## config.mk

```make
export PLATFORM = sky130hd
export DESIGN_NAME = dual_bram_arbiter
export DESIGN_NICKNAME = d
export VERILOG_FILES = /design/src/rtl/dual_bram_arbiter.sv
export SDC_FILE = /design/constraint.sdc
export NUM_CORES = 1
export LEC_CHECK = 0
export CAP_MARGIN = 20
export CORE_AREA = 2 2 192 194
export DETAILED_ROUTE_END_ITERATION = 10
export DIE_AREA = 0 0 194 196
export GPL_TIMING_DRIVEN = 0
export MAX_ROUTING_LAYER = met4
export PLACE_DENSITY = 0.73
export SETUP_SLACK_MARGIN = 0.02
export SLEW_MARGIN = 15
export SYNTH_ARGS = -nofsm -noshare
export SYNTH_HDL_FRONTEND = slang
export SYNTH_SLANG_ARGS = --single-unit
```

## constraint.sdc

```tcl
create_clock -name clk -period 5 [get_ports clk]
set_input_delay 1.5 -clock clk [delete_from_list [all_inputs] [get_ports clk]]
set_output_delay 1.5 -clock clk [all_outputs]
set_load 0.05 [all_outputs]
```

## src/rtl/dual_bram_arbiter.sv

```systemverilog
module dual_bram_arbiter #(
  parameter int AW  = 32,
  parameter int DW  = 32,
  parameter int MAW = 13,
  parameter int LAT = 10,
  parameter logic [AW-1:0] W0A_LO = 'h3800_0000,
  parameter logic [AW-1:0] W0A_HI = 'h3800_04FF,
  parameter logic [AW-1:0] W0B_LO = 'h3800_1000,
  parameter logic [AW-1:0] W0B_HI = 'h3800_1FFF,
  parameter logic [AW-1:0] W1_LO  = 'h3800_7000,
  parameter logic [AW-1:0] W1_HI  = 'h3800_7FFF
) (
  input  logic          clk,
  input  logic          rst_n,
  input  logic          cpu_wr_req,
  input  logic [AW-1:0] cpu_wr_addr,
  input  logic [DW-1:0] cpu_wr_data,
  output logic          cpu_wr_ack,
  input  logic          cpu_pf_req,
  input  logic [AW-1:0] cpu_pf_addr,
  output logic          cpu_pf_ack,
  input  logic          dma_rd_req,
  input  logic [AW-1:0] dma_rd_addr,
  output logic          dma_rd_ack,
  input  logic          cpu_rd_req,
  input  logic [AW-1:0] cpu_rd_addr,
  output logic          cpu_rd_ack,
  input  logic          dma_wr_req,
  input  logic [AW-1:0] dma_wr_addr,
  input  logic [DW-1:0] dma_wr_data,
  output logic          dma_wr_ack,
  output logic          m0_en,
  output logic          m0_we,
  output logic [MAW-1:0] m0_addr,
  output logic [DW-1:0] m0_wdata,
  input  logic [DW-1:0] m0_rdata,
  output logic          m1_en,
  output logic          m1_we,
  output logic [MAW-1:0] m1_addr,
  output logic [DW-1:0] m1_wdata,
  input  logic [DW-1:0] m1_rdata,
  output logic          pf_rvalid,
  output logic [DW-1:0] pf_rdata,
  output logic          dma_rvalid,
  output logic [DW-1:0] dma_rdata,
  output logic          cpu_rvalid,
  output logic [DW-1:0] cpu_rdata
);
  localparam logic [1:0] ID_NONE = 2'd0, ID_PF = 2'd1, ID_DR = 2'd2, ID_CR = 2'd3;

  function automatic logic hit0(input logic [AW-1:0] a);
    return (a >= W0A_LO && a <= W0A_HI) || (a >= W0B_LO && a <= W0B_HI);
  endfunction
  function automatic logic hit1(input logic [AW-1:0] a);
    return a >= W1_LO && a <= W1_HI;
  endfunction

  logic cw0, pf0, dr0, cr0, cr1, dw1;
  assign cw0 = cpu_wr_req & hit0(cpu_wr_addr);
  assign pf0 = cpu_pf_req & hit0(cpu_pf_addr);
  assign dr0 = dma_rd_req & hit0(dma_rd_addr);
  assign cr0 = cpu_rd_req & hit0(cpu_rd_addr);
  assign cr1 = cpu_rd_req & hit1(cpu_rd_addr);
  assign dw1 = dma_wr_req & hit1(dma_wr_addr);

  logic g_pf, g_dr, g_cr0, g_cr1;
  assign g_pf  = pf0 & ~cw0;
  assign g_dr  = dr0 & ~cw0 & ~pf0;
  assign g_cr0 = cr0 & ~cw0 & ~pf0 & ~dr0;
  assign g_cr1 = cr1 & ~dw1;

  assign cpu_wr_ack = cw0;
  assign cpu_pf_ack = g_pf;
  assign dma_rd_ack = g_dr;
  assign cpu_rd_ack = g_cr0 | g_cr1;
  assign dma_wr_ack = dw1;

  assign m0_en    = cw0 | pf0 | dr0 | cr0;
  assign m0_we    = cw0;
  assign m0_wdata = cpu_wr_data;
  always_comb begin
    if (cw0)       m0_addr = cpu_wr_addr[MAW-1:0];
    else if (pf0)  m0_addr = cpu_pf_addr[MAW-1:0];
    else if (dr0)  m0_addr = dma_rd_addr[MAW-1:0];
    else           m0_addr = cpu_rd_addr[MAW-1:0];
  end

  assign m1_en    = dw1 | cr1;
  assign m1_we    = dw1;
  assign m1_wdata = dma_wr_data;
  assign m1_addr  = dw1 ? dma_wr_addr[MAW-1:0] : cpu_rd_addr[MAW-1:0];

  logic [1:0] tag0_in, tag1_in;
  assign tag0_in = g_pf ? ID_PF : g_dr ? ID_DR : g_cr0 ? ID_CR : ID_NONE;
  assign tag1_in = g_cr1 ? ID_CR : ID_NONE;

  logic [1:0]    t0 [LAT];
  logic [1:0]    t1 [LAT];
  logic [DW-1:0] d0 [LAT-1];
  logic [DW-1:0] d1 [LAT-1];

  always_ff @(posedge clk or negedge rst_n) begin
    if (!rst_n) begin
      for (int i = 0; i < LAT; i++) begin
        t0[i] <= ID_NONE;
        t1[i] <= ID_NONE;
      end
    end else begin
      t0[0] <= tag0_in;
      t1[0] <= tag1_in;
      for (int i = 1; i < LAT; i++) begin
        t0[i] <= t0[i-1];
        t1[i] <= t1[i-1];
      end
    end
  end

  always_ff @(posedge clk) begin
    d0[0] <= m0_rdata;
    d1[0] <= m1_rdata;
    for (int i = 1; i < LAT-1; i++) begin
      d0[i] <= d0[i-1];
      d1[i] <= d1[i-1];
    end
  end

  logic [1:0] o0, o1;
  assign o0 = t0[LAT-1];
  assign o1 = t1[LAT-1];

  assign pf_rvalid  = o0 == ID_PF;
  assign dma_rvalid = o0 == ID_DR;
  assign cpu_rvalid = (o0 == ID_CR) | (o1 == ID_CR);
  assign pf_rdata   = d0[LAT-2];
  assign dma_rdata  = d0[LAT-2];
  assign cpu_rdata  = (o1 == ID_CR) ? d1[LAT-2] : d0[LAT-2];
endmodule

```

==> results_dict.tcl <==
set metrics [dict create \
    status "complete, but fails checks" \
    violations "negative setup slack" \
    worst_r2r_endpoint "t1[6]$_DFF_PN0_" \
    clkSlewWorstSetupHoldPaths_ns 0.06 \
    crit_required_ns 3.50 \
    cpPeakStageDelay_ns 0.53 \
    ys_async_sr_fraction_pct 4.950 \
    synthXorXnorAreaFrac_pct 0 \
    fin_crit_sh_pct 101.6 \
    synthMuxAreaShare_pct 3.290 \
    synthAdderAreaFrac_pct 0 \
    num_rows 70 \
    grtUsageTotal_pct 17.51 \
    nets 1740 \
    clock_latency_ns 0.56 \
    hold_start "d1[0][116]$_DFF_P_" \
    ys_seq_area_share_pct 83.44 \
    place_hpwl_um 25260 \
    max_slew_margin_pct 49.15 \
    place_area_mm2 0.01965 \
    htreeDepth 2 \
    hold_depth 0 \
    drt-total-wl_um 33740 \
    post-route-cell-area_mm2 0.02204 \
    finalCriticalPeriod_ns 5.080 \
    crit_type "in -> out" \
    synth_top_family_by_area "buffers and inverters" \
    min_path_type "reg -> reg" \
    max_freq_ghz 0.1969 \
    cts_tree "done" \
    overflow 0 \
    reg2regPathDepth 0 \
    place_ws_ns -1.726 \
    grt_max_degree 31 \
    ys.warnings.count 0 \
    synth_commonest_cells "dfxtp_1 (576), buf_4 (130), mux2_2 (43)" \
    pin_count 493 \
    die_area_mm2 0.03802 \
    hold_end "d1[0][148]$_DFF_P_" \
    ys_top_cells_by_area "dfxtp_1 (78%), buf_4 (6.6%), dfrtp_1 (5.1%)" \
    final_layout_size_suffix_gt1_share_pct 28.09 \
    post-synth-top-count-cell "dfxtp_1" \
    wl_per_cell_um 17.30 \
    num_vias 8189 \
    multi_input_area_mm2 0.001851 \
    end_kind "output pin" \
    finClkSkew_ns 0.008722 \
    setup_viol 7 \
    synth_cell_types 38 \
    core_area_mm2 0.03608 \
    cts_buffer_depth 3 \
    grt_antenna_before_repair 3 \
    synthCells 940 \
    p_per_area_mw_per_mm2 440.5 \
    hold_viol_final 0 \
    finalWeightedCongestion 0.8183 \
    crit-reg2reg-launch "t1[8]$_DFF_PN0_" \
    critPathSlowestCell "or4_4" \
    r2r_slack_ns 4.51 \
    port_buffers 428 \
    peakVddDrop_v 0.0003026 \
    synth_area_leader_cell "dfxtp_1" \
    die_w_um 194 \
    area_growth_syn_to_layout_pct 49.74 \
    via_per_inst 4.197 \
    initial_core_util_pct 40.79 \
    rsz0062_at_grt "yes" \
    fillCellCount 2732 \
    synth_edf_count 0 \
    drv_cap 0 \
    synth_compound_area_share_pct 2.525 \
    grt_first_pass_wirelength_um 48080 \
    hold_buffers 0 \
    ff_latch_area_mm2 0.01228 \
    path_cells "buf_6, or4_4, or3_4, or3_4, a311oi_2, o21ai_2, buf_6" \
    p_leak_nw 9.494 \
    cts_buffers 49 \
    antenna_left 0 \
    cts_sinks 606 \
    crit_fanout 4 \
    tightest_slew_ns 0.7627 \
    avgSynthCellArea_um2 15.66 \
    dr.pass1.iters 4 \
    drc 0 \
    die_h_um 196 \
    synthSimpleGateAreaFrac_pct 3.621 \
    cp_data_arrival_time_ns 3.58 \
    syn_area_mm2 0.01472 \
    synth_top_area_share_pct 78.34 \
    slew_viol_final 0 \
    syn-num-nets 1235 \
    synthFlopType "dfxtp_1" \
    cts_root_buf "clkbuf_16" \
    drt_iter0_drc 222 \
    setup_slack_ns -0.07959 \
    synth-seq-cells 606 \
    grt_pass1_vias 8668 \
    cp-start-kind "primary input" \
]
## layer usage
layer / vias up / part of all wire (%) / global-route usage, %
met1: 3773 / 31 / 14.49
met5: - / 0 / -
met2: 352 / 55 / 33.61
met3: 109 / 5.3 / 3.146
met4: 0 / 8.8 / 14.23
li1: 3955 / - / -
## layout make-up
type / instances / share of cell area, %
sequential: 606 / 55.72
timing repair buffer: 455 / 20.57
multi-input combinational: 187 / 8.396
clock buffer: 70 / 6.386
buffer: 141 / 5.075
tap: 468 / 2.657
clock inverter: 17 / 1.056
inverter: 5 / 0.1192
antenna: 2 / 0.02271
## per-stage QoR
step	setup TNS, ns	total power [mW]	instances	hold slack [ns]	utilization, %
final	-0.1970	9.710	1951	0.3193	61.08
after global placement	-49.99	6.002	1836	0.3097	54.44
after floorplan	-0.08822	5.626	940	0.3096	-
after CTS	-0.6012	9.822	1946	0.3135	60.63
after detailed placement	-44.11	6.021	1836	0.3121	54.45
after global routing	-0.5754	10.05	1951	0.3280	61.08
## logic make-up after synthesis
kind of cell	count (synthesis)
buffers and inverters	148
multiplexers	43
AND/OR/NAND/NOR	83
AO/OA/AOI/OAI	60
flip-flops	606
## worst max-delay path by stage
stage / end / cells after the start / start
6_report: m0_addr[1] / 7 / cpu_pf_addr[17]
5_1_grt: m0_addr[1] / 8 / cpu_pf_addr[15]
4_1_cts: m0_addr[1] / 8 / cpu_pf_addr[23]
3_5_place_dp: m0_addr[7] / 8 / dma_rd_addr[19]
3_3_place_gp: m1_addr[10] / 7 / dma_wr_addr[19]
2_1_floorplan: cpu_rd_ack / 4 / cpu_rd_addr[18]
## what timing repair did
item | CTS | global route
pin swaps | 36 | 32
gates cloned | 4 | 0
setup buffers | 20 | 5
gates resized for setup | 409 | 69
setup endpoints to repair | 35 | 27
## registers in the layout, indices dropped and copies added (netlist names)
register,flops
t0,18
d0,288
t1,9
o1,1
d1,288
o0,2
## critical path: cells and delay by family
kind                   cells  cell delay (ns)
AO/OA/AOI/OAI              2             0.47
AND/OR/NAND/NOR            3             1.35
buffers and inverters      2             0.26
## report_power, final
part | internal [mW] | leakage [nW] | switching (mW)
combinational | 0.370 | 3.42 | 0.417
sequential | 5.08 | 5.28 | 0.0608
clock | 2.19 | 0.795 | 1.60
## cell usage in the layout (no fill, tap or decap), types with 17 or more instances in the layout
cell,count
clkbuf_1,17
dfrtp_1,30
clkbuf_16,54
buf_6,28
buf_4,152
dlymetal6s2s_1,20
clkdlybuf4s50_1,327
o21ai_2,18
mux2_2,38
dfxtp_1,576
(Power assumes the default switching activity.)
